===== config.mk =====
export PLATFORM = sky130hd
export DESIGN_NAME = bus_watch_top
export DESIGN_NICKNAME = d
export VERILOG_FILES = /design/src/rtl/bus_watch_pkg.sv /design/src/rtl/bw_ctl_reg.sv /design/src/rtl/bw_span_timer.sv /design/src/rtl/bw_seq.sv /design/src/rtl/bus_watch_top.sv
export SDC_FILE = /design/constraint.sdc
export NUM_CORES = 1
export LEC_CHECK = 0
export BUFFER_PORTS_ARGS = -buffer_cell sky130_fd_sc_hd__buf_2
export CORE_MARGIN = 2
export CORE_UTILIZATION = 49
export CTS_CLUSTER_DIAMETER = 200
export DETAILED_ROUTE_END_ITERATION = 6
export PLACE_DENSITY_LB_ADDON = 0.25
export SYNTH_ARGS = -nofsm -noshare
export SYNTH_HDL_FRONTEND = slang
export SYNTH_SLANG_ARGS = --single-unit

===== constraint.sdc =====
create_clock -name clk -period 2.6 [get_ports clk]
set_input_delay 0.13 -clock clk [delete_from_list [all_inputs] [get_ports clk]]
set_output_delay 0.13 -clock clk [all_outputs]
set_load 0.005 [all_outputs]

===== src/rtl/bus_watch_pkg.sv =====
package bus_watch_pkg;

    // Width of the programmable timing value
    localparam int TIME_W    = 8;
    // Clocks per timing unit
    localparam int TICK_UNIT = 8;
    // Bit positions inside the shared control word
    localparam int EN_POS    = 7;
    localparam int TIME_LSB  = 8;
    // Span counter width, sized for the longest limit
    localparam int MAX_LIMIT = ((1 << TIME_W) - 1) * TICK_UNIT;
    localparam int CNT_W     = $clog2(MAX_LIMIT + 1);

    typedef enum logic {
        ST_IDLE = 1'b0,
        ST_WAIT = 1'b1
    } watch_state_e;

    typedef struct packed {
        logic              en;
        logic [TIME_W-1:0] timing;
    } watch_cfg_t;

    function automatic logic [CNT_W-1:0] limit_of(input logic [TIME_W-1:0] t);
        logic [CNT_W-1:0] wide;
        wide = CNT_W'(t);
        return wide * CNT_W'(TICK_UNIT);
    endfunction

endpackage


===== src/rtl/bw_ctl_reg.sv =====
module bw_ctl_reg
    import bus_watch_pkg::*;
#(
    parameter int                DATA_W   = 32,
    parameter logic              EN_RST   = 1'b1,
    parameter logic [TIME_W-1:0] TIME_RST = '1
) (
    input  logic              clk,
    input  logic              rst,
    input  logic              wr_en,
    input  logic [DATA_W-1:0] wr_data,
    output watch_cfg_t        cfg
);

    watch_cfg_t cfg_q;

    always_ff @(posedge clk) begin
        if (rst) begin
            cfg_q.en     <= EN_RST;
            cfg_q.timing <= TIME_RST;
        end else if (wr_en) begin
            cfg_q.en     <= wr_data[EN_POS];
            cfg_q.timing <= wr_data[TIME_LSB +: TIME_W];
        end
    end

    assign cfg = cfg_q;

endmodule


===== src/rtl/bw_span_timer.sv =====
module bw_span_timer
    import bus_watch_pkg::*;
(
    input  logic             clk,
    input  logic             rst,
    input  logic             hold_zero,
    input  logic [CNT_W-1:0] limit,
    output logic [CNT_W-1:0] cnt,
    output logic             expire
);

    logic [CNT_W-1:0] cnt_q;
    logic [CNT_W:0]   cnt_inc;

    assign cnt_inc = {1'b0, cnt_q} + 1'b1;
    // True when the edge now coming completes the programmed span
    assign expire  = cnt_inc >= {1'b0, limit};

    always_ff @(posedge clk) begin
        if (rst || hold_zero) begin
            cnt_q <= '0;
        end else begin
            cnt_q <= cnt_inc[CNT_W-1:0];
        end
    end

    assign cnt = cnt_q;

endmodule


===== src/rtl/bw_seq.sv =====
module bw_seq
    import bus_watch_pkg::*;
(
    input  logic clk,
    input  logic rst,
    input  logic en,
    input  logic start,
    input  logic ack,
    input  logic expire,
    output logic in_wait,
    output logic hold_zero,
    output logic err
);

    watch_state_e state_q, state_d;
    logic         timed_out;
    logic         err_q;

    assign in_wait   = (state_q == ST_WAIT);
    assign timed_out = in_wait && en && !ack && expire;
    assign hold_zero = !in_wait || !en || ack || expire;

    always_comb begin
        state_d = state_q;
        if (!en) begin
            state_d = ST_IDLE;
        end else begin
            case (state_q)
                ST_IDLE: if (start)            state_d = ST_WAIT;
                ST_WAIT: if (ack || timed_out) state_d = ST_IDLE;
                default:                       state_d = ST_IDLE;
            endcase
        end
    end

    always_ff @(posedge clk) begin
        if (rst) begin
            state_q <= ST_IDLE;
            err_q   <= 1'b0;
        end else begin
            state_q <= state_d;
            err_q   <= timed_out;
        end
    end

    assign err = err_q;

endmodule


===== src/rtl/bus_watch_top.sv =====
module bus_watch_top
    import bus_watch_pkg::*;
#(
    parameter int                CFG_W    = 32,
    parameter logic              EN_RST   = 1'b1,
    parameter logic [TIME_W-1:0] TIME_RST = 8'hFF
) (
    input  logic             clk,
    input  logic             rst,
    input  logic             cfg_we,
    input  logic [CFG_W-1:0] cfg_wdata,
    input  logic             xfer_start,
    input  logic             xfer_ack,
    output logic             xfer_err
);

    watch_cfg_t       cfg_q;
    logic [CNT_W-1:0] limit;
    logic [CNT_W-1:0] cnt_q;
    logic             expire;
    logic             in_wait;
    logic             hold_zero;

    bw_ctl_reg #(
        .DATA_W   (CFG_W),
        .EN_RST   (EN_RST),
        .TIME_RST (TIME_RST)
    ) i_ctl (
        .clk     (clk),
        .rst     (rst),
        .wr_en   (cfg_we),
        .wr_data (cfg_wdata),
        .cfg     (cfg_q)
    );

    assign limit = limit_of(cfg_q.timing);

    bw_span_timer i_timer (
        .clk       (clk),
        .rst       (rst),
        .hold_zero (hold_zero),
        .limit     (limit),
        .cnt       (cnt_q),
        .expire    (expire)
    );

    bw_seq i_seq (
        .clk       (clk),
        .rst       (rst),
        .en        (cfg_q.en),
        .start     (xfer_start),
        .ack       (xfer_ack),
        .expire    (expire),
        .in_wait   (in_wait),
        .hold_zero (hold_zero),
        .err       (xfer_err)
    );

endmodule


==> results.sh, run 1 <==
export IMPL_critPathMaxStageDelay_ns=0.42
export IMPL_ff2ff_setup_slack_ns=0.14
export IMPL_status="finished, final reports clean"
export IMPL_cts_sinks=22
export IMPL_yosysSeqAreaShare_pct=38.0
export IMPL_holdCritPathClass="primary input to flip-flop"
export IMPL_syn_inst=123
export IMPL_slowest_stage="dfxtp_1"
export IMPL_fin_skew_ns=0.00528
export IMPL_nFillCells=198
export IMPL_pin_count=38
export IMPL_async_flop_share_pct=0
export IMPL_ir_drop_uv=383
export IMPL_finalMaxSlewViolations=0
export IMPL_dr_pass1_iters=2
export IMPL_worstMarginPinSlew_ns=0.433
export IMPL_track_usage_pct=19.3
export IMPL_critPathKind="flip-flop to flip-flop"
export IMPL_worstSkewPairLatency_ns=0.32
export IMPL_syn_area_um2=1160
export IMPL_fmax_mhz=406
export IMPL_place_congestion=0.797
export IMPL_cts_made_buffers=3
export IMPL_cp_cell_sequence="nand4_1 > nor3_2 > xor2_1 > ha_1 > a21o_1 > a21oi_2 > nand3_4 > nor4b_1"
export IMPL_rsz0062_at_grt="no"
export IMPL_post_route_min_period_ns=2.46
export IMPL_p_total_w=0.000669
export IMPL_coreArea_um2=2230
export IMPL_final_common_cell="dfxtp_1"
export IMPL_cts_root_buf="clkbuf_4"
export IMPL_cap_violations=0
export IMPL_synth_seq_cells=22
export IMPL_cp_required_ns=2.84
export IMPL_globalRouteOverflowTotal=0
export IMPL_wl_per_cell_um=13.5
export IMPL_nets=186
export IMPL_postLayoutCoreUtil_pct=59.6
export IMPL_htreeDepth=1
export IMPL_synth_flop_cell="dfxtp_1"
export IMPL_grt_pass1_wl_um=3870
export IMPL_grt_pass1_vias=947
export IMPL_vias=912
export IMPL_finalSetupViolCount=0
export IMPL_post_route_cells_drive_above_1_share_pct=23.9
export IMPL_wl_um=2250
export IMPL_dp_hpwl_um=1650
export IMPL_antenna_cells=0
export IMPL_drt_iter0_drc=3
export IMPL_die_h_um=52.6
export IMPL_crit_path_end_kind="flip-flop"
export IMPL_setup_tns_ns=0
export IMPL_grt_max_degree=17
export IMPL_arrival_ns=2.70
export IMPL_antenna_found_initial=0
export IMPL_mostFrequentLayoutCells="21 x dfxtp_1, 15 x inv_1, 14 x buf_2"
export IMPL_initial_core_util_pct=51.9
export IMPL_hold_violations=0
export IMPL_syn_num_nets=170
export IMPL_drtAntennaViolNets=0
export IMPL_drc=0
export IMPL_synth_edf_count=0
export IMPL_yosys_warnings=0
export IMPL_power_leakage_nw=0.623
export IMPL_ctsLongestPathBuffers=2
export IMPL_finalCritPeriodShare_pct=94.8
export IMPL_port_buffers=14
export IMPL_setup_ws_ns=0.136
export IMPL_die_x_um=52.6
export IMPL_core_rowCount=17
export IMPL_die_area_um2=2770
export IMPL_crit_path_start_kind="flip-flop"
export IMPL_cts_tree="yes"
export IMPL_post_cts_buffers=0
export IMPL_clk_pin_slew_ns=0.13
export IMPL_syn_area_per_cell_um2=9.42
export IMPL_area_growth_pct=14.9
export IMPL_p_per_area_nw_per_um2=503
export IMPL_place_ws_ns=0.0683
export IMPL_vias_per_cell=5.49
export IMPL_cp_max_fo=10
export IMPL_relSlewSlack_pct=71.0
export IMPL_synth_distinct_cells=29
kinds of logic (layout without fill, tap and decap cells):
logic type	Yosys count	after routing	synth area share (%)
buffers and inverters	19	34	6.15
DFF	22	22	38.0
muxes	2	2	1.73
and+or+nand+nor	38	38	20.8
adders and majority gates	10	10	10.8
xor gates and xnor gates	9	9	6.80
AOI/OAI and AO/OA	23	23	15.7
cell usage after synthesis (3+ instances only):
| cell type | number | area [um^2] |
|---|---|---|
| a211oi_1 | 6 | 45.0 |
| a21oi_1 | 3 | 15.0 |
| dfxtp_1 | 22 | 440 |
| ha_1 | 10 | 125 |
| inv_1 | 15 | 56.3 |
| nand2_1 | 12 | 45.0 |
| nand3_1 | 5 | 25.0 |
| nand4_1 | 4 | 25.0 |
| nor2_1 | 3 | 11.3 |
| nor3_1 | 4 | 20.0 |
| nor4b_1 | 3 | 26.3 |
| o211ai_1 | 7 | 52.6 |
| xnor2_1 | 5 | 43.8 |
| xor2_1 | 4 | 35.0 |
layer usage:
layer | vias to the layer above | GRT usage (%) | routed length, um
met3 | 6 | 3.71 | 46
met2 | 13 | 34.4 | 1150
met4 | 0 | 9.40 | 53
met1 | 430 | 21.6 | 999
met5 | - | 0 | 0
li1 | 463 | - | -
final timing paths:
path                                     start         endpoint  depth (start not counted)
worst max register to register  i_timer.cnt[2]  i_timer.cnt[10]                          8
worst min register to register  i_timer.cnt[0]   i_timer.cnt[0]                          1
worst min-delay path              cfg_wdata[8]     i_ctl.cfg[0]                          3
worst max-delay path            i_timer.cnt[2]  i_timer.cnt[10]                          8
layout make-up:
type | instances | area [um^2] | share of cell area [%]
clock buffers | 3 | 22.5 | 1.69
multi-input cells | 82 | 672 | 50.5
inverters | 16 | 60.1 | 4.51
clock inverters | 1 | 30.0 | 2.26
well taps | 28 | 35.0 | 2.63
repair buffers | 14 | 70.1 | 5.26
flip-flops and latches | 22 | 442 | 33.2
state kept, by name, summed over array words and instances (netlist names):
name           count
i_timer.cnt       11
i_seq.in_wait      1
i_seq.err          1
i_ctl.cfg          9
what timing repair did:
item	in CTS	in global routing
setup endpoints to repair	0	13
endpoints found under the hold margin	0	0
gates resized for setup	0	6
hold buffers	0	0
metrics by stage:
stage	hold WS, ns	cells	area [um^2]
2_1_floorplan	0.259	123	1160
3_3_place_gp	0.344	162	1250
3_5_place_dp	0.355	162	1250
4_1_cts	0.0281	166	1310
5_1_grt	0.0323	166	1330
6_report	0.0208	166	1330
critical path, delay by kind of cell (launching register included):
| kind | cells | cell delay, ns |
|---|---|---|
| simple gates | 4 | 1.01 |
| compound gates | 2 | 0.43 |
| flops | 1 | 0.42 |
| fa+ha+maj | 1 | 0.29 |
| xor+xnor | 1 | 0.23 |
power by group:
part	internal, W	leakage (nW)	switching (W)
Combinational	0.0000221	0.415	0.0000295
Sequential	0.000348	0.180	0.00000386
Clock	0.000156	0.0279	0.000110
Note: power is estimated with default switching activity, not from simulation.
==> run 2: changes to the inputs <==
- SYNTH_HIERARCHICAL: default -> 1
==> run 2 against run 1 <==
  * The flow now finishes with violations (setup timing)
  * Cell area increased by 15%
  * Combinational power up 16%
  * Synthesized cell count increased by 3.3%
  * Clock-buffer cell count rose by 1
  * Clock power is 29% lower
  * Global-route usage is 0.51 points higher
  * Critical path type unchanged
  * Largest cell class unchanged
  * Highest routed layer unchanged
==> results.sh, run 2 <==
export IMPL_die_h_um=52.9
export IMPL_crit_path_end_kind="flip-flop"
export IMPL_antenna_cells=0
export IMPL_rr_endpoint="i_timer/cnt[8]"
export IMPL_track_usage_pct=19.8
export IMPL_ctsLongestPathBuffers=2
export IMPL_routed_top_layer="met4"
export IMPL_syn_inst=127
export IMPL_largest_reg_flops=11
export IMPL_critPathKind="flip-flop to flip-flop"
export IMPL_area_growth_pct=30.5
export IMPL_synth_top_area_share_pct=37.5
export IMPL_cts_sinks=22
export IMPL_holdCritPathClass="primary input to flip-flop"
export IMPL_post_route_cells_drive_above_1_share_pct=35.0
export IMPL_final_common_cell="dfxtp_1"
export IMPL_reg2reg_depth=11
export IMPL_antenna_found_initial=0
export IMPL_wl_per_cell_um=12.4
export IMPL_yosysSeqAreaShare_pct=37.5
export IMPL_hold_depth=2
export IMPL_p_per_area_nw_per_um2=393
export IMPL_wl_met1_um=1090
export IMPL_hold_violations=0
export IMPL_synth_simple_gate_area_share_pct=25.1
export IMPL_coreArea_um2=2230
export IMPL_finalSetupViolCount=11
export IMPL_finalCritPeriodShare_pct=106
export IMPL_met2_length_um=1120
export IMPL_clk_pin_slew_ns=0.12
export IMPL_cp_max_fo=6
export IMPL_pin_count=38
export IMPL_htreeDepth=1
export IMPL_fin_skew_ns=0.00166
export IMPL_synth_mux_area_share_pct=0
export IMPL_syn_area_per_cell_um2=9.24
export IMPL_die_x_um=52.9
export IMPL_synth_seq_cells=22
export IMPL_synth_flop_cell="dfxtp_1"
export IMPL_seq_area_um2=454
export IMPL_vias=957
export IMPL_power_leakage_nw=0.790
export IMPL_drt_iter0_drc=14
export IMPL_grt_max_degree=19
export IMPL_grt_pass1_wl_um=3970
export IMPL_ff2ff_setup_slack_ns=-0.15
export IMPL_synth_adder_area_share_pct=12.8
export IMPL_place_congestion=0.840
export IMPL_p_total_w=0.000602
export IMPL_die_area_um2=2800
export IMPL_dp_hpwl_um=1710
export IMPL_place_ws_ns=-0.184
export IMPL_cts_tree="yes"
export IMPL_ys_top_cells_by_area="dfxtp_1 38%, ha_1 13%, a211o_1 7.5%, nor2b_1 6.9%, inv_1 4.2%"
export IMPL_synth_compound_gate_area_share_pct=12.2
export IMPL_arrival_ns=3.02
export IMPL_wl_um=2330
export IMPL_hold_end="i_ctl/cfg[5]"
export IMPL_syn_area_um2=1170
export IMPL_cts_root_buf="clkbuf_4"
export IMPL_drc=0
export IMPL_wl_met3_um=84
export IMPL_synth_xor_area_share_pct=6.72
export IMPL_nets=210
export IMPL_violations="setup timing"
export IMPL_globalRouteOverflowTotal=0
export IMPL_setup_ws_ns=-0.151
export IMPL_dr_pass1_iters=4
export IMPL_drtAntennaViolNets=0
export IMPL_nFillCells=198
export IMPL_post_route_min_period_ns=2.75
export IMPL_rsz0062_at_grt="yes"
export IMPL_reg2reg_from="i_timer/cnt[0]"
export IMPL_ir_drop_uv=352
export IMPL_multi_input_area_um2=772
export IMPL_setup_tns_ns=-0.939
export IMPL_finalMaxSlewViolations=0
export IMPL_status="finished with violations"
export IMPL_fmax_mhz=363
export IMPL_synth_distinct_cells=30
export IMPL_initial_core_util_pct=52.5
export IMPL_mostFrequentLayoutCells="15 x dfxtp_1, 14 x buf_4, 14 x buf_2"
export IMPL_yosys_warnings=6
export IMPL_cts_made_buffers=3
export IMPL_yosys_top_cells_count="22 x dfxtp_1, 13 x inv_1, 13 x nor2b_1"
export IMPL_cap_violations=0
export IMPL_worstSkewPairLatency_ns=0.31
export IMPL_yosys_cell_count_top_type="dfxtp_1"
export IMPL_crit_path_start_kind="flip-flop"
export IMPL_hold_start="cfg_wdata[13]"
export IMPL_core_rowCount=17
export IMPL_async_flop_share_pct=0
export IMPL_port_buffers=14
export IMPL_vias_per_cell=5.09
export IMPL_synth_top_family_by_area="simple AND/OR/NAND/NOR gates"
export IMPL_yosysTopAreaCell="dfxtp_1"
export IMPL_grt_pass1_vias=899
export IMPL_synth_edf_count=0
export IMPL_cp_required_ns=2.87
run 2: cell count changes after synthesis, sizes merged, moves of 5 or more:
cell,change
nor2b,+13
a211o,+10
nand2,-7
and2b,+5
a211oi,-6
o211ai,-7
run 2: how the worst max path moves through the flow:
stage                     slack [ns]           start              to  depth (start not counted)
after floorplan                -0.16  i_timer/cnt[0]  i_timer/cnt[8]                         11
after global placement         -0.12  i_timer/cnt[0]  i_timer/cnt[8]                         10
after detailed placement       -0.18  i_timer/cnt[0]  i_timer/cnt[8]                         10
after CTS                      -0.19  i_timer/cnt[4]  i_timer/cnt[8]                         10
after global routing           -0.22  i_timer/cnt[7]  i_timer/cnt[8]                         10
final                          -0.15  i_timer/cnt[0]  i_timer/cnt[8]                         11
run 2: logic make-up (layout without fill, tap and decap cells):
logic type | Yosys count | in the layout
AOI/OAI and AO/OA | 19 | 19
xor gates and xnor gates | 9 | 9
adders and majority gates | 12 | 12
buffers and inverters | 16 | 46
DFF | 22 | 22
other | 1 | 3
and+or+nand+nor | 48 | 49
run 2: cell type report:
class,instances,area share (%)
Multi-Input combinational cell,92,50.4
Timing Repair Buffer,29,12.1
Sequential cell,22,29.7
Tap cell,28,2.29
Inverter,13,3.19
Clock buffer,4,2.37
run 2: per-layer routing:
| layer | global-route usage [%] | vias to the layer above |
|---|---|---|
| met5 | 0 | - |
| met4 | 8.97 | 0 |
| met3 | 3.39 | 4 |
| met2 | 30.8 | 18 |
| met1 | 26.6 | 443 |
| li1 | - | 492 |
run 2: power breakdown:
part / internal (W) / total (W) / switching [W]
Sequential: 0.000346 / 0.000353 / 0.00000606
Combinational: 0.0000317 / 0.0000598 / 0.0000281
Clock: 0.0000856 / 0.000190 / 0.000104
Total: 0.000464 / 0.000602 / 0.000138
run 2: critical path, cell delays in order, from the launching register on:
cell and delay, ns:
dfxtp_4 0.40, ha_4 0.15, nand2_4 0.07, nor3_2 0.17, xor2_1 0.13, ha_1 0.20, a21o_1 0.18, a221o_1 0.32
a211o_1 0.25, or3_4 0.37, or2_4 0.27, and2b_1 0.19
run 2: through the flow:
stage,area (um^2),hold slack [ns],utilization (%),instances
after CTS,1500,0.0139,67.0,188
after global routing,1530,0.00235,68.6,188
after detailed placement,1410,0.328,63.2,180
final,1530,0.0145,68.6,188
after global placement,1410,0.328,63.2,180
after floorplan,1240,0.206,-,129
run 2: what timing repair did:
item,4_1_cts,5_1_grt
endpoints found under the hold margin,1,0
buffers inserted,2,0
hold buffers,1,0
cloned,1,0
endpoints found under the setup margin,11,12
gates resized for setup,4,8
pin swaps,13,10
==> run 3: changes to the inputs <==
- ABC_AREA: default -> 0
- CTS_CLUSTER_SIZE: default -> 12
- SETUP_SLACK_MARGIN: default -> 0.2
==> run 3 against run 2 <==
  * The flow still finishes with violations (setup timing)
  * Clock skew did not move
  * Combinational power barely moved
  * Wire length barely moved
  * Critical path depth did not move
  * Core utilization did not move
  * Flip-flop and latch count did not move
  * Register-to-register slack barely moved
  * Non-clock buffer count did not move
  * Clock-buffer cell count did not move
  * Die area did not move
  * Global-route usage did not move
  * Via count fell by 0.10%
  * Largest cell class unchanged
  * Largest power group unchanged
==> results.sh, run 3 (same netlist as run 2, synthesis figures left out) <==
export IMPL_seq_area_um2=454
export IMPL_place_congestion=0.840
export IMPL_wl_per_cell_um=12.4
export IMPL_cts_sinks=22
export IMPL_antenna_cells=0
export IMPL_die_x_um=52.9
export IMPL_slowest_stage="dfxtp_4"
export IMPL_pin_count=38
export IMPL_holdCritPathClass="primary input to flip-flop"
export IMPL_dr_pass1_iters=4
export IMPL_mostFrequentLayoutCells="15 x dfxtp_1, 14 x buf_4, 14 x buf_2"
export IMPL_p_total_w=0.000602
export IMPL_finalSetupViolCount=11
export IMPL_design_area_um2=1530
export IMPL_htreeDepth=1
export IMPL_whs_ns=0.0145
export IMPL_drt_iter0_drc=14
export IMPL_crit_path_start_kind="flip-flop"
export IMPL_power_leakage_nw=0.790
export IMPL_drtAntennaViolNets=0
export IMPL_core_rowCount=17
export IMPL_fmax_mhz=363
export IMPL_grt_pass1_vias=899
export IMPL_cp_required_ns=2.87
export IMPL_hold_depth=2
export IMPL_cap_violations=0
export IMPL_postLayoutCoreUtil_pct=68.6
export IMPL_die_h_um=52.9
export IMPL_largest_reg_flops=11
export IMPL_nFillCells=198
export IMPL_final_common_cell="dfxtp_1"
export IMPL_arrival_ns=3.02
export IMPL_post_route_min_period_ns=2.75
export IMPL_wl_um=2330
export IMPL_path_buf_inv=0
export IMPL_hold_violations=0
export IMPL_globalRouteOverflowTotal=0
export IMPL_placed_cell_area_um2=1410
export IMPL_ff2ff_setup_slack_ns=-0.15
export IMPL_critPathTopFamily="simple AND/OR/NAND/NOR gates"
export IMPL_finalMaxSlewViolations=0
export IMPL_grt_max_degree=19
export IMPL_cp_max_fo=6
export IMPL_vias_per_cell=5.09
export IMPL_critPathMaxStageDelay_ns=0.40
export IMPL_hold_end="i_ctl/cfg[5]"
export IMPL_reg2reg_from="i_timer/cnt[0]"
export IMPL_clk_pin_slew_ns=0.12
export IMPL_cts_made_buffers=3
export IMPL_track_usage_pct=19.8
export IMPL_grt_pass1_wl_um=3970
export IMPL_cts_tree="yes"
export IMPL_antenna_found_initial=0
export IMPL_cp_cell_sequence="ha_4 > nand2_4 > nor3_2 > xor2_1 > ha_1 > a21o_1 > a221o_1 > a211o_1 > or3_4 > or2_4 > and2b_1"
export IMPL_ctsLongestPathBuffers=2
export IMPL_finalCritPeriodShare_pct=106
export IMPL_status="finished with violations"
export IMPL_initial_core_util_pct=52.5
export IMPL_rr_endpoint="i_timer/cnt[8]"
export IMPL_cp_depth=11
export IMPL_dp_hpwl_um=1710
export IMPL_setup_tns_ns=-0.939
export IMPL_p_per_area_nw_per_um2=393
export IMPL_area_growth_pct=30.5
export IMPL_fin_skew_ns=0.00166
export IMPL_multi_input_area_um2=772
export IMPL_drc=0
export IMPL_hold_start="cfg_wdata[13]"
export IMPL_ir_drop_uv=352
export IMPL_nets=210
export IMPL_die_area_um2=2800
export IMPL_port_buffers=14
export IMPL_worstSkewPairLatency_ns=0.31
export IMPL_violations="setup timing"
export IMPL_cts_root_buf="clkbuf_4"
export IMPL_post_route_cells_drive_above_1_share_pct=35.0
export IMPL_crit_path_end_kind="flip-flop"
export IMPL_setup_ws_ns=-0.151
export IMPL_reg2reg_depth=11
export IMPL_vias=956
export IMPL_coreArea_um2=2230
export IMPL_rsz0062_at_grt="yes"
export IMPL_critPathKind="flip-flop to flip-flop"
run 3: cell counts in the layout (fill, tap and decap cells not counted):
No cell type changed its count.
run 3: per-layer routing:
layer | wire [um] | share of wire, % | GRT usage, % | up-vias
met5 | 0 | 0 | 0 | -
met4 | 31 | 1.3 | 8.97 | 0
met3 | 84 | 3.6 | 3.39 | 4
met2 | 1120 | 48 | 30.8 | 18
met1 | 1090 | 47 | 26.6 | 442
li1 | - | - | - | 492
run 3: cell type report:
class | instances | area share [%]
tap | 28 | 2.29
multi-input combinational | 92 | 50.4
clock buffer | 4 | 2.37
timing repair buffer | 29 | 12.1
sequential | 22 | 29.7
inverter | 13 | 3.19
run 3: worst max-delay path by stage:
stage,slack [ns],from,to
2_1_floorplan,-0.16,i_timer/cnt[0],i_timer/cnt[8]
3_3_place_gp,-0.12,i_timer/cnt[0],i_timer/cnt[8]
3_5_place_dp,-0.18,i_timer/cnt[0],i_timer/cnt[8]
4_1_cts,-0.19,i_timer/cnt[4],i_timer/cnt[8]
5_1_grt,-0.22,i_timer/cnt[7],i_timer/cnt[8]
6_report,-0.15,i_timer/cnt[0],i_timer/cnt[8]
run 3: timing repair:
item | 4_1_cts | 5_1_grt
endpoints found under the setup margin | 12 | 12
setup buffers | 2 | 0
endpoints found under the hold margin | 1 | 0
pin swaps | 15 | 9
resized for setup | 4 | 8
gates cloned | 1 | 0
hold buffers | 1 | 0
run 3: through the flow:
stage	setup WS (ns)	cells
after global routing	-0.218	188
after global placement	-0.120	180
final	-0.151	188
after detailed placement	-0.184	180
after floorplan	-0.159	129
after CTS	-0.192	188
run 3: report_power, final:
group	internal [W]	switching (W)	leakage [nW]
combinational	0.0000317	0.0000281	0.585
clock	0.0000856	0.000104	0.0210
sequential	0.000346	0.00000606	0.184
total	0.000464	0.000138	0.790
